File: src/rtl/can_txstat_pkg.sv
// Package: shared lane layout and flag type for the CAN transmit status register.
// Assumes one 8-bit lane per mailbox; offsets below are decoded by software.
package can_txstat_pkg;
    localparam int LANE_W   = 8;
    localparam int FIN_BIT  = 0;
    localparam int OK_BIT   = 1;
    localparam int ARB_BIT  = 2;
    localparam int ERR_BIT  = 3;
    localparam int STOP_BIT = 7;

    typedef struct packed {
        logic stop;
        logic err;
        logic arb;
        logic ok;
        logic fin;
    } mbox_flags_t;
endpackage

File: src/rtl/can_txstat_flag.sv
// Module: one status bit with a set input and a clear input.
// SET_WINS picks which input has priority when both are high in one cycle.
// Assumes synchronous active-low reset to 0.
module can_txstat_flag #(
    parameter bit SET_WINS = 1'b1
) (
    input  logic clk,
    input  logic rst_n,
    input  logic set_i,
    input  logic clr_i,
    output logic q_o
);
    logic q_d;

    generate
        if (SET_WINS) begin : g_set_pri
            // Next state with the set input dominant.
            always_comb begin
                if (set_i)      q_d = 1'b1;
                else if (clr_i) q_d = 1'b0;
                else            q_d = q_o;
            end
        end else begin : g_clr_pri
            // Next state with the clear input dominant.
            always_comb begin
                if (clr_i)      q_d = 1'b0;
                else if (set_i) q_d = 1'b1;
                else            q_d = q_o;
            end
        end
    endgenerate

    // State register.
    always_ff @(posedge clk) begin
        if (!rst_n) q_o <= 1'b0;
        else        q_o <= q_d;
    end
endmodule

File: src/rtl/can_txstat_lane.sv
// Module: the five status flags of one transmit mailbox and their coupled rules.
// Assumes wr_* inputs are already qualified by a write hit on the status address.
module can_txstat_lane
    import can_txstat_pkg::*;
(
    input  logic        clk,
    input  logic        rst_n,
    input  logic        ev_start,
    input  logic        ev_done_ok,
    input  logic        ev_done_err,
    input  logic        ev_abort,
    input  logic        ev_arb,
    input  logic        ev_err,
    input  logic        ev_empty,
    input  logic        tx_en_req,
    input  logic        wr_fin,
    input  logic        wr_ok,
    input  logic        wr_arb,
    input  logic        wr_err,
    input  logic        wr_stop,
    output mbox_flags_t flags_o
);
    logic fin_set, fin_clr, ok_clr, arb_clr, err_clr;

    // Set and clear terms per flag; an acknowledged completion clears its siblings.
    always_comb begin
        fin_set = ev_done_ok | ev_done_err | ev_abort;
        fin_clr = wr_fin | tx_en_req;
        ok_clr  = wr_ok  | wr_fin | ev_done_err;
        arb_clr = wr_arb | wr_fin | ev_start;
        err_clr = wr_err | wr_fin | ev_start;
    end

    can_txstat_flag #(.SET_WINS(1'b1)) u_fin (
        .clk(clk), .rst_n(rst_n), .set_i(fin_set), .clr_i(fin_clr), .q_o(flags_o.fin));
    can_txstat_flag #(.SET_WINS(1'b1)) u_ok (
        .clk(clk), .rst_n(rst_n), .set_i(ev_done_ok), .clr_i(ok_clr), .q_o(flags_o.ok));
    can_txstat_flag #(.SET_WINS(1'b1)) u_arb (
        .clk(clk), .rst_n(rst_n), .set_i(ev_arb), .clr_i(arb_clr), .q_o(flags_o.arb));
    can_txstat_flag #(.SET_WINS(1'b1)) u_err (
        .clk(clk), .rst_n(rst_n), .set_i(ev_err), .clr_i(err_clr), .q_o(flags_o.err));
    // Stop request: a software set loses to the mailbox-empty clear.
    can_txstat_flag #(.SET_WINS(1'b0)) u_stop (
        .clk(clk), .rst_n(rst_n), .set_i(wr_stop), .clr_i(ev_empty), .q_o(flags_o.stop));
endmodule

File: src/rtl/can_txstat_reg.sv
// Module: transmit status register for NUM_MBOX CAN transmit mailboxes.
// Single-cycle register port; reads are combinational, writes are write-1-to-clear
// for the flags and write-1-to-set for the stop requests.
// Assumes NUM_MBOX * LANE_W <= REG_W and single-cycle event pulses.
module can_txstat_reg
    import can_txstat_pkg::*;
#(
    parameter int               NUM_MBOX  = 3,
    parameter int               REG_W     = 32,
    parameter int               ADDR_W    = 4,
    parameter logic [ADDR_W-1:0] STAT_ADDR = '0
) (
    input  logic                clk,
    input  logic                rst_n,
    input  logic [ADDR_W-1:0]   bus_addr,
    input  logic                bus_we,
    input  logic [REG_W-1:0]    bus_wdata,
    output logic [REG_W-1:0]    bus_rdata,
    input  logic [NUM_MBOX-1:0] ev_tx_start,
    input  logic [NUM_MBOX-1:0] ev_tx_done_ok,
    input  logic [NUM_MBOX-1:0] ev_tx_done_err,
    input  logic [NUM_MBOX-1:0] ev_tx_abort,
    input  logic [NUM_MBOX-1:0] ev_arb_lost,
    input  logic [NUM_MBOX-1:0] ev_tx_err,
    input  logic [NUM_MBOX-1:0] ev_mbox_empty,
    input  logic [NUM_MBOX-1:0] sw_tx_en
);
    localparam int USED_W = NUM_MBOX * LANE_W;

    logic                   addr_hit;
    logic                   wr_hit;
    logic [REG_W-1:0]       stat_img;
    logic [NUM_MBOX-1:0][LANE_W-1:0] lane_img;

    // Address decode for read and write.
    always_comb begin
        addr_hit = (bus_addr == STAT_ADDR);
        wr_hit   = bus_we && addr_hit;
    end

    generate
        for (genvar m = 0; m < NUM_MBOX; m++) begin : g_mbox
            mbox_flags_t flags;
            logic [LANE_W-1:0] wr_lane;

            // Write lane of this mailbox, zero unless the status address is written.
            always_comb wr_lane = wr_hit ? bus_wdata[m*LANE_W +: LANE_W] : '0;

            can_txstat_lane u_lane (
                .clk        (clk),
                .rst_n      (rst_n),
                .ev_start   (ev_tx_start[m]),
                .ev_done_ok (ev_tx_done_ok[m]),
                .ev_done_err(ev_tx_done_err[m]),
                .ev_abort   (ev_tx_abort[m]),
                .ev_arb     (ev_arb_lost[m]),
                .ev_err     (ev_tx_err[m]),
                .ev_empty   (ev_mbox_empty[m]),
                .tx_en_req  (sw_tx_en[m]),
                .wr_fin     (wr_lane[FIN_BIT]),
                .wr_ok      (wr_lane[OK_BIT]),
                .wr_arb     (wr_lane[ARB_BIT]),
                .wr_err     (wr_lane[ERR_BIT]),
                .wr_stop    (wr_lane[STOP_BIT]),
                .flags_o    (flags)
            );

            // Place flags at their lane offsets; reserved offsets stay zero.
            always_comb begin
                lane_img[m]           = '0;
                lane_img[m][FIN_BIT]  = flags.fin;
                lane_img[m][OK_BIT]   = flags.ok;
                lane_img[m][ARB_BIT]  = flags.arb;
                lane_img[m][ERR_BIT]  = flags.err;
                lane_img[m][STOP_BIT] = flags.stop;
            end
        end
    endgenerate

    // Full register image; bits above the last mailbox read zero.
    always_comb begin
        stat_img             = '0;
        stat_img[USED_W-1:0] = lane_img;
    end

    // Read mux.
    always_comb bus_rdata = addr_hit ? stat_img : '0;
endmodule

File: config.mk
export PLATFORM = sky130hd
export DESIGN_NAME = can_txstat_reg
export DESIGN_NICKNAME = d
export VERILOG_FILES = /design/src/rtl/can_txstat_pkg.sv /design/src/rtl/can_txstat_flag.sv /design/src/rtl/can_txstat_lane.sv /design/src/rtl/can_txstat_reg.sv
export SDC_FILE = /design/constraint.sdc
export NUM_CORES = 1
export LEC_CHECK = 0
export ABC_AREA = 1
export BUFFER_PORTS_ARGS = -buffer_cell sky130_fd_sc_hd__buf_2
export CAP_MARGIN = 5
export CORE_ASPECT_RATIO = 1.75
export CORE_UTILIZATION = 30
export DETAILED_ROUTE_END_ITERATION = 7
export PLACE_DENSITY = 0.71
export SLEW_MARGIN = 20
export SYNTH_ARGS = -nofsm -noshare
export SYNTH_HDL_FRONTEND = slang
export SYNTH_SLANG_ARGS = --single-unit
File: constraint.sdc
create_clock -name clk -period 0.9 [get_ports clk]
set_input_delay 0.18 -clock clk [delete_from_list [all_inputs] [get_ports clk]]
set_output_delay 0.18 -clock clk [all_outputs]
set_load 0.01 [all_outputs]
==> results of run 1 <==
==> placed cells by master (no fill, tap or decap), types with 4 or more instances in the layout <==
cell type / n
sky130_fd_sc_hd__a21oi_1: 14
sky130_fd_sc_hd__buf_2: 47
sky130_fd_sc_hd__buf_4: 4
sky130_fd_sc_hd__buf_6: 14
sky130_fd_sc_hd__conb_1: 17
sky130_fd_sc_hd__dfxtp_1: 11
sky130_fd_sc_hd__dfxtp_2: 4
sky130_fd_sc_hd__inv_1: 30
sky130_fd_sc_hd__inv_2: 8
sky130_fd_sc_hd__nand2_1: 24
sky130_fd_sc_hd__nand4_1: 12
sky130_fd_sc_hd__nor2_1: 14
sky130_fd_sc_hd__nor2_4: 13
==> power groups by stage <==
| stage | Combinational, mW | Clock, mW | Sequential [mW] |
|---|---|---|---|
| global route | 0.432 | 0.595 | 0.717 |
| global placement | 0.359 | 0 | 0.722 |
| floorplan | 0.262 | 0 | 0.721 |
| finish | 0.386 | 0.539 | 0.714 |
| detailed placement | 0.364 | 0 | 0.723 |
| CTS | 0.380 | 0.567 | 0.712 |
==> stage by stage <==
stage	setup slack (ns)	cell area, sq um	util	hold WS [ns]
3_5_place_dp	-0.162	1430	0.449	0.423
4_1_cts	-0.141	1550	0.489	0.162
5_1_grt	-0.159	1580	0.498	0.166
3_3_place_gp	-0.157	1430	0.449	0.417
2_1_floorplan	0.0425	1170	-	0.314
6_report	-0.140	1580	0.498	0.166
==> area by class of cell <==
cell class	instances	area, sq um
flip-flops and latches	15	305
fillers	344	1600
multi-input cells	105	571
well taps	43	53.8
repair buffers	67	463
inverters	38	143
clock buffers	4	45.0
==> per-layer routing <==
layer / GRT usage / share of wire / vias to the layer above / wire (um)
li1: - / - / 585 / -
met1: 0.145 / 0.38 / 494 / 971
met2: 0.284 / 0.56 / 46 / 1420
met3: 0.0205 / 0.050 / 2 / 127
met4: 0.0735 / 0.012 / 0 / 31
met5: 0 / 0 / - / 0
==> flip-flops by register name, indices dropped and copies added, names as in the netlist <==
register	count
g_mbox.u_lane.u_arb.q_o	3
g_mbox.u_lane.u_err.q_o	3
g_mbox.u_lane.u_fin.q_o	3
g_mbox.u_lane.u_ok.q_o	3
g_mbox.u_lane.u_stop.q_o	3
==> worst max-delay path, cell delays in order <==
cell and delay, ns:
sky130_fd_sc_hd__buf_6 0.09, sky130_fd_sc_hd__nor2_4 0.12, sky130_fd_sc_hd__nand2_4 0.08, sky130_fd_sc_hd__buf_12 0.16
sky130_fd_sc_hd__nor2_1 0.09, sky130_fd_sc_hd__buf_2 0.13
==> worst min path at each step <==
stage,cells past startpoint,endpoint,from
after floorplan,2,g_mbox[0].u_lane.u_arb.q_o,ev_arb_lost[0]
after global placement,3,g_mbox[2].u_lane.u_stop.q_o,ev_mbox_empty[2]
after detailed placement,3,g_mbox[2].u_lane.u_stop.q_o,ev_mbox_empty[2]
after CTS,3,g_mbox[0].u_lane.u_err.q_o,ev_tx_err[0]
after global routing,3,g_mbox[2].u_lane.u_stop.q_o,ev_mbox_empty[2]
final,3,g_mbox[1].u_lane.u_stop.q_o,ev_mbox_empty[1]
==> timing repair <==
item / 4_1_cts / 5_1_grt
pin swaps: 1 / 2
buffers inserted: 0 / 1
resized for setup: 21 / 9
setup endpoints to repair: 15 / 15
==> logic make-up after synthesis <==
kind of cell    Yosys count  synth area share
flops                    15             0.298
other cells               1           0.00372
buf+inv                  60             0.297
compound gates           15            0.0744
simple gates             73             0.328
==> impl_metrics.env, run 1 <==
export IMPL_design_portCount=95
export IMPL_htree_levels=1
export IMPL_cts_tree="yes"
export IMPL_groute_usage_overall=0.150
export IMPL_cts_hold_buf=0
export IMPL_setup_viol=15
export IMPL_synth_edff_count=0
export IMPL_intPower_mw=1.19
export IMPL_design_die_area_sq_mm=0.00361
export IMPL_power_frac_clock=0.329
export IMPL_ys_flop_type="sky130_fd_sc_hd__dfxtp_1"
export IMPL_buffer_ports_inserted=60
export IMPL_dpl_cell_count=267
export IMPL_finalClockSkew_ns=0
export IMPL_power_density_cell_area_mw_per_mm2=1040
export IMPL_postLayoutSetupSlackWorst_ns=-0.140
export IMPL_leak_pwr_nw=0.820
export IMPL_grt_overflow_total=0
export IMPL_clockRootBuffer="sky130_fd_sc_hd__clkbuf_8"
export IMPL_cts_reportedPaths_clkPinSlew_ns=0.06
export IMPL_syn_area_per_cell_sq_um=6.15
export IMPL_route_detailed_drc=0
export IMPL_critical_path_peak_fanout=11
export IMPL_status="complete, but fails checks"
export IMPL_clock_sinks=15
export IMPL_maxSlewViolCount=0
export IMPL_area_growth_syn_to_layout_pct=56.7
export IMPL_worst_hold_path_type="in -> reg"
export IMPL_max_vdd_ir_drop_mv=0.536
export IMPL_detail_route_antenna_nets=0
export IMPL_first_global_vias=1056
export IMPL_failed_checks="negative setup slack"
export IMPL_die_w_um=45.8
export IMPL_globalplace_congestion=0.716
export IMPL_startpoint="bus_addr[3]"
export IMPL_nNetsFinal=293
export IMPL_num_antenna_cells=0
export IMPL_detailed_place_hpwl_um=1930
export IMPL_syn_inst=164
export IMPL_std_cell_rows=27
export IMPL_worstSetupPathType="in -> out"
export IMPL_dr_pass1_iters=4
export IMPL_layout_min_cycle_time_ns=1.04
export IMPL_endpoint_of_the_most_critical_setup_path="bus_rdata[7]"
export IMPL_detail_route_iter0_violations=13
export IMPL_synth_top_area_share=0.298
export IMPL_critPathArrivalTime_ns=0.86
export IMPL_fin_tns_setup_ns=-1.57
export IMPL_max_freq_ghz=0.961
export IMPL_finalCritPeriodShare=1.16
export IMPL_power_combinational_fraction=0.236
export IMPL_clock_insertion_delay_worst_skew_ns=0.24
export IMPL_worstRegToRegCells=4
export IMPL_critical_register_to_register_path_startpoint="g_mbox[1].u_lane.u_arb.q_o"
export IMPL_cts_buffers_inserted=3
export IMPL_crit_path_start_kind="input pin"
export IMPL_chipHeight_um=78.7
export IMPL_switching_share=0.276
export IMPL_antenna_violations_before_repair=0
export IMPL_yosysWarnings=0
export IMPL_ys_top_cells_by_area="sky130_fd_sc_hd__dfxtp_1, sky130_fd_sc_hd__buf_4, sky130_fd_sc_hd__inv_1, sky130_fd_sc_hd__nor2_1, sky130_fd_sc_hd__nand2_1"
export IMPL_critical_path_required_ns=0.72
export IMPL_stdcell_count=272
export IMPL_synth_cell_area_sq_mm=0.00101
export IMPL_yosys_register_bits=15
export IMPL_synth_lib_cells_used_distinct=15
export IMPL_start_util=0.318
export IMPL_grt_pass1_wl_um=4060
export IMPL_crit_reg2reg_capture="g_mbox[1].u_lane.u_arb.q_o"
export IMPL_pin_count_of_the_biggest_net_entering_global_routing=13
export IMPL_async_reset_ff_frac=0
export IMPL_p_seq_frac=0.435
export IMPL_floorplan_core_area_sq_mm=0.00318
export IMPL_totalWireLength_um=2550
export IMPL_p_switching_mw=0.453
export IMPL_vias_per_cell=4.14
export IMPL_final_hold_viol_count=0
export IMPL_routed_via_count=1127
export IMPL_clock_tree_buf_depth=2
export IMPL_avgRoutedWirePerCell_um=9.37
export IMPL_yosysSeqAreaShare=0.298
export IMPL_r2r_setup_slack_ns=0.21
export IMPL_setup_worst_path_end_class="output port"
export IMPL_power_mw=1.64
export IMPL_yosys_cell_count_top_type="sky130_fd_sc_hd__inv_1"
export IMPL_setup_repair_after_global_routing_missed_its_margin="true"
export IMPL_yosys_top_cells_count="sky130_fd_sc_hd__inv_1, sky130_fd_sc_hd__nor2_1, sky130_fd_sc_hd__nand2_1"
export IMPL_synthDominantAreaCellType="sky130_fd_sc_hd__dfxtp_1"
export IMPL_drive_gt1_frac=0.450
export IMPL_drv_max_cap_violation_count=0
No activity file was read; power rests on OpenSTA's default activity.
==> run 2, diff against run 1 <==
- CTS_BUF_LIST: not set -> sky130_fd_sc_hd__clkbuf_4
==> impl_metrics.env, run 2 (synthesis results as in run 1) <==
export IMPL_globalplace_congestion=0.716
export IMPL_r2r_setup_slack_ns=0.11
export IMPL_design_die_area_sq_mm=0.00361
export IMPL_detailed_place_hpwl_um=1930
export IMPL_drv_max_cap_violation_count=0
export IMPL_max_freq_ghz=0.962
export IMPL_routed_via_count=1160
export IMPL_path_buf_inv=3
export IMPL_finalCritPeriodShare=1.16
export IMPL_startpoint="bus_addr[3]"
export IMPL_chipHeight_um=78.7
export IMPL_dr_pass1_iters=3
export IMPL_detail_route_iter0_violations=18
export IMPL_nNetsFinal=296
export IMPL_cts_reportedPaths_clkPinSlew_ns=0.09
export IMPL_finalClockSkew_ns=0
export IMPL_htree_levels=1
export IMPL_groute_usage_overall=0.151
export IMPL_crit_reg2reg_capture="g_mbox[2].u_lane.u_ok.q_o"
export IMPL_cts_buffers_inserted=3
export IMPL_grt_overflow_total=0
export IMPL_detail_route_antenna_nets=0
export IMPL_grt_pass1_wl_um=4080
export IMPL_met2_length_um=1480
export IMPL_route_layer_met1_wl_um=952
export IMPL_worst_hold_path_type="in -> reg"
export IMPL_highest_count_cells_in_the_layout_ignoring_fill_and_taps="sky130_fd_sc_hd__buf_2, sky130_fd_sc_hd__inv_1, sky130_fd_sc_hd__nand2_1, sky130_fd_sc_hd__nor2_1, sky130_fd_sc_hd__conb_1"
export IMPL_clock_insertion_delay_worst_skew_ns=0.28
export IMPL_route_detailed_drc=0
export IMPL_antenna_violations_before_repair=0
export IMPL_maxSlewViolCount=0
export IMPL_drive_gt1_frac=0.500
export IMPL_clock_sinks=15
export IMPL_highest_signal_layer="met4"
export IMPL_cts_tree="yes"
export IMPL_setup_repair_after_global_routing_missed_its_margin="true"
export IMPL_finalInstanceArea_sq_mm=0.00161
export IMPL_crit_path_start_kind="input pin"
export IMPL_critical_path_required_ns=0.72
export IMPL_num_antenna_cells=0
export IMPL_buffer_ports_inserted=60
export IMPL_worst_path_largest_cell_delay_ns=0.15
export IMPL_worst_path_dominant_cell_family="buffers and inverters"
export IMPL_leak_pwr_nw=0.838
export IMPL_final_common_cell="sky130_fd_sc_hd__buf_2"
export IMPL_start_util=0.318
export IMPL_max_vdd_ir_drop_mv=0.533
export IMPL_clock_tree_buf_depth=2
export IMPL_layout_min_cycle_time_ns=1.04
export IMPL_route_met3_wl_um=140
export IMPL_totalWireLength_um=2630
export IMPL_nFillCells=347
export IMPL_failed_checks="negative setup slack"
export IMPL_postLayoutSetupSlackWorst_ns=-0.140
export IMPL_die_w_um=45.8
export IMPL_worstRegToRegCells=5
export IMPL_critical_path_slowest_cell="sky130_fd_sc_hd__buf_12"
export IMPL_setup_worst_path_end_class="output port"
export IMPL_critical_path_peak_fanout=6
export IMPL_critical_register_to_register_path_startpoint="g_mbox[2].u_lane.u_ok.q_o"
export IMPL_critPathArrivalTime_ns=0.86
export IMPL_final_hold_viol_count=0
export IMPL_pin_count_of_the_biggest_net_entering_global_routing=13
export IMPL_area_growth_syn_to_layout_pct=59.6
export IMPL_critical_path_cell_count=6
export IMPL_endpoint_of_the_most_critical_setup_path="bus_rdata[7]"
export IMPL_multi_input_comb_area_sq_um=563
export IMPL_power_density_cell_area_mw_per_mm2=954
export IMPL_dpl_instance_area_sq_mm=0.00143
export IMPL_cells_along_the_critical_path="buf_6 > nor2_4 > nand2_4 > buf_12 > nor2_1 > buf_2"
export IMPL_vias_per_cell=4.22
export IMPL_avgRoutedWirePerCell_um=9.56
export IMPL_design_portCount=95
export IMPL_std_cell_rows=27
export IMPL_floorplan_core_area_sq_mm=0.00318
export IMPL_worstSetupPathType="in -> out"
export IMPL_status="complete, but fails checks"
export IMPL_ff_latch_area_sq_um=317
export IMPL_cts_hold_buf=0
export IMPL_clockRootBuffer="sky130_fd_sc_hd__clkbuf_4"
export IMPL_first_global_vias=1070
export IMPL_fin_tns_setup_ns=-1.86
export IMPL_setup_viol=15
==> run 2: changes by cell type in the layout (fill, tap and decap cells not counted), moves of 2 or more <==
cell / before / now
sky130_fd_sc_hd__dfxtp_1: 11 / 2
sky130_fd_sc_hd__dfxtp_2: 4 / 13
sky130_fd_sc_hd__clkbuf_4: 0 / 4
sky130_fd_sc_hd__clkbuf_8: 3 / 0
sky130_fd_sc_hd__inv_1: 30 / 27
sky130_fd_sc_hd__inv_2: 8 / 11
sky130_fd_sc_hd__nor2_1: 14 / 17
sky130_fd_sc_hd__nor2_2: 3 / 0
sky130_fd_sc_hd__buf_4: 4 / 6
==> run 2: power by group <==
group | internal, mW | switching [mW] | total (mW)
logic | 0.183 | 0.217 | 0.400
clock network | 0.202 | 0.215 | 0.417
registers | 0.706 | 0.0123 | 0.718
total | 1.09 | 0.444 | 1.53
==> run 2: worst min path at each step <==
stage	startpoint	to	slack, ns	cells past startpoint
global placement	ev_mbox_empty[2]	g_mbox[2].u_lane.u_stop.q_o	0.42	3
CTS	ev_tx_err[0]	g_mbox[0].u_lane.u_err.q_o	0.11	3
floorplan	ev_arb_lost[0]	g_mbox[0].u_lane.u_arb.q_o	0.31	2
detailed placement	ev_mbox_empty[2]	g_mbox[2].u_lane.u_stop.q_o	0.42	3
finish	ev_mbox_empty[1]	g_mbox[1].u_lane.u_stop.q_o	0.12	3
global route	ev_mbox_empty[2]	g_mbox[2].u_lane.u_stop.q_o	0.11	3
==> run 2: routing by layer <==
metal  track usage  vias to the layer above
met5             0                        -
met4        0.0794                        0
met3        0.0159                        6
met2         0.287                       52
met1         0.146                      506
li1              -                      596
==> run 2: area by class of cell <==
type / count / share of cell area
inverter: 38 / 0.0886
tap: 43 / 0.0334
timing repair buffer: 70 / 0.313
clock buffer: 4 / 0.0187
multi-input combinational: 105 / 0.350
sequential: 15 / 0.197
==> run 2: repair_timing <==
action,CTS,global route
pin swaps,9,2
cloned,0,1
hold endpoints to repair,0,0
endpoints found under the setup margin,15,15
buffers inserted,1,2
gates resized for setup,33,6
==> run 2: per-stage QoR <==
stage | setup slack [ns] | instances | util | power, mW | hold WS (ns)
finish | -0.140 | 275 | 0.507 | 1.53 | 0.119
global route | -0.193 | 275 | 0.507 | 1.63 | 0.113
detailed placement | -0.162 | 267 | 0.449 | 1.09 | 0.423
floorplan | 0.0425 | 180 | - | 0.983 | 0.314
CTS | -0.146 | 272 | 0.490 | 1.54 | 0.106
global placement | -0.157 | 267 | 0.449 | 1.08 | 0.417
==> run 2: worst register-to-register path: cells and delay by family (launching register included) <==
family | cells | cell delay (ns)
flip-flops | 1 | 0.33
buffers and inverters | 2 | 0.16
AND/OR/NAND/NOR | 2 | 0.14
AO/OA/AOI/OAI | 1 | 0.11
==> run 3, diff against run 2 <==
- CELL_PAD_IN_SITES_DETAIL_PLACEMENT: not set -> 1
- CELL_PAD_IN_SITES_GLOBAL_PLACEMENT: not set -> 2
- CORE_UTILIZATION: 30 -> 16
- PLACE_DENSITY: 0.71 -> 0.81
- clock period: 0.9 -> 1 ns (I/O delays scaled with it)
==> impl_metrics.env, run 3 (synthesis results as in run 1) <==
export IMPL_antenna_violations_before_repair=0
export IMPL_maxSlewViolCount=0
export IMPL_drive_gt1_frac=0.467
export IMPL_fin_worst_hold_slack_ns=0.117
export IMPL_critical_register_to_register_path_startpoint="g_mbox[2].u_lane.u_fin.q_o"
export IMPL_globalplace_congestion=0.654
export IMPL_detail_route_antenna_nets=0
export IMPL_finalInstanceArea_sq_mm=0.00155
export IMPL_nNetsFinal=304
export IMPL_final_common_cell="sky130_fd_sc_hd__buf_2"
export IMPL_r2r_setup_slack_ns=0.09
export IMPL_dr_pass1_iters=3
export IMPL_crit_reg2reg_capture="g_mbox[2].u_lane.u_fin.q_o"
export IMPL_worstRegToRegCells=6
export IMPL_cts_buffers_inserted=3
export IMPL_detail_route_iter0_violations=9
export IMPL_pin_count_of_the_biggest_net_entering_global_routing=13
export IMPL_grt_pass1_wl_um=5040
export IMPL_drv_max_cap_violation_count=0
export IMPL_totalWireLength_um=3180
export IMPL_avgRoutedWirePerCell_um=10.0
export IMPL_buffer_ports_inserted=60
export IMPL_die_w_um=62.0
export IMPL_worst_path_largest_cell_delay_ns=0.33
export IMPL_routed_via_count=1187
export IMPL_critical_path_peak_fanout=2
export IMPL_final_core_density=0.259
export IMPL_finalClockSkew_ns=0
export IMPL_num_antenna_cells=0
export IMPL_design_die_area_sq_mm=0.00664
export IMPL_std_cell_rows=37
export IMPL_clock_tree_buf_depth=2
export IMPL_worstSetupPathType="reg -> out"
export IMPL_worst_hold_path_type="in -> reg"
export IMPL_finalCritPeriodShare=1.09
export IMPL_power_density_cell_area_mw_per_mm2=900
export IMPL_setup_repair_after_global_routing_missed_its_margin="true"
export IMPL_highest_count_cells_in_the_layout_ignoring_fill_and_taps="sky130_fd_sc_hd__buf_2, sky130_fd_sc_hd__inv_1, sky130_fd_sc_hd__nor2_1, sky130_fd_sc_hd__nand2_1, sky130_fd_sc_hd__conb_1"
export IMPL_cts_tree="yes"
export IMPL_postLayoutSetupSlackWorst_ns=-0.0862
export IMPL_dpl_instance_area_sq_mm=0.00138
export IMPL_max_freq_ghz=0.921
export IMPL_path_buf_inv=2
export IMPL_clock_sinks=15
export IMPL_setup_viol=15
export IMPL_layout_min_cycle_time_ns=1.09
export IMPL_first_global_vias=1171
export IMPL_max_vdd_ir_drop_mv=0.357
export IMPL_setup_worst_path_end_class="output port"
export IMPL_area_growth_syn_to_layout_pct=53.6
export IMPL_failed_checks="negative setup slack"
export IMPL_place_ws_ns=-0.131
export IMPL_htree_levels=1
export IMPL_groute_usage_overall=0.103
export IMPL_endpoint_worst_hold="g_mbox[0].u_lane.u_arb.q_o"
export IMPL_clockRootBuffer="sky130_fd_sc_hd__clkbuf_4"
export IMPL_fin_tns_setup_ns=-0.979
export IMPL_chipHeight_um=107
export IMPL_grt_overflow_total=0
export IMPL_floorplan_core_area_sq_mm=0.00597
export IMPL_final_hold_viol_count=0
export IMPL_critical_path_required_ns=0.80
export IMPL_start_util=0.169
export IMPL_crit_path_start_kind="register"
export IMPL_leak_pwr_nw=0.854
export IMPL_worst_path_dominant_cell_family="flip-flops"
export IMPL_cells_along_the_critical_path="inv_1 > nor2_1 > buf_2"
export IMPL_clock_insertion_delay_worst_skew_ns=0.30
export IMPL_route_detailed_drc=0
export IMPL_hold_path_cell_count=3
export IMPL_vias_per_cell=3.73
export IMPL_design_portCount=95
export IMPL_critical_path_slowest_cell="sky130_fd_sc_hd__dfxtp_1"
export IMPL_cts_reportedPaths_clkPinSlew_ns=0.12
export IMPL_worstHoldStart="ev_arb_lost[0]"
export IMPL_detailed_place_hpwl_um=2560
export IMPL_critPathArrivalTime_ns=0.89
export IMPL_status="complete, but fails checks"
[run 3: worst register-to-register path: stages (launching register included)]
cell and delay, ns:
sky130_fd_sc_hd__dfxtp_2 0.34, sky130_fd_sc_hd__inv_2 0.04, sky130_fd_sc_hd__buf_4 0.11, sky130_fd_sc_hd__buf_4 0.12, sky130_fd_sc_hd__nor2_1 0.08, sky130_fd_sc_hd__nand2_1 0.06, sky130_fd_sc_hd__a21oi_1 0.10
[run 3: final cells by class]
type | count | area (sq um)
inverters | 38 | 143
well taps | 78 | 97.6
multi-input cells | 105 | 492
clock inverters | 1 | 5.00
clock buffers | 3 | 22.5
flip-flops and latches | 15 | 313
fillers | 783 | 4420
repair buffers | 78 | 477
[run 3: layer usage]
metal | track usage | vias up | share of wire
met5 | 0 | - | 0
met4 | 0.0381 | 0 | 0.010
met3 | 0.0169 | 2 | 0.063
met2 | 0.191 | 47 | 0.55
met1 | 0.110 | 523 | 0.38
li1 | - | 615 | -
[run 3: worst max-delay path by stage]
stage | startpoint | end | slack (ns) | depth (start not counted)
2_1_floorplan | bus_addr[1] | bus_rdata[0] | -0.03 | 4
3_3_place_gp | bus_addr[1] | bus_rdata[18] | -0.12 | 6
3_5_place_dp | bus_addr[1] | bus_rdata[16] | -0.13 | 6
4_1_cts | g_mbox[0].u_lane.u_fin.q_o | bus_rdata[0] | -0.12 | 3
5_1_grt | g_mbox[2].u_lane.u_fin.q_o | bus_rdata[16] | -0.17 | 3
6_report | g_mbox[0].u_lane.u_ok.q_o | bus_rdata[1] | -0.09 | 3
[run 3: report_power, final]
| part | switching [mW] | internal (mW) |
|---|---|---|
| clock network | 0.239 | 0.149 |
| logic | 0.188 | 0.172 |
| registers | 0.0120 | 0.634 |
| total | 0.439 | 0.956 |
[run 3: metrics by stage]
| stage | total power [mW] | cells |
|---|---|---|
| 2_1_floorplan | 0.858 | 180 |
| 3_5_place_dp | 0.966 | 302 |
| 3_3_place_gp | 0.960 | 302 |
| 5_1_grt | 1.51 | 318 |
| 4_1_cts | 1.41 | 316 |
| 6_report | 1.39 | 318 |
[run 3: what timing repair did]
item / in CTS / in global routing
resized for setup: 7 / 22
setup endpoints to repair: 15 / 15
hold buffers: 0 / 0
pin swaps: 17 / 6
buffers inserted: 10 / 2
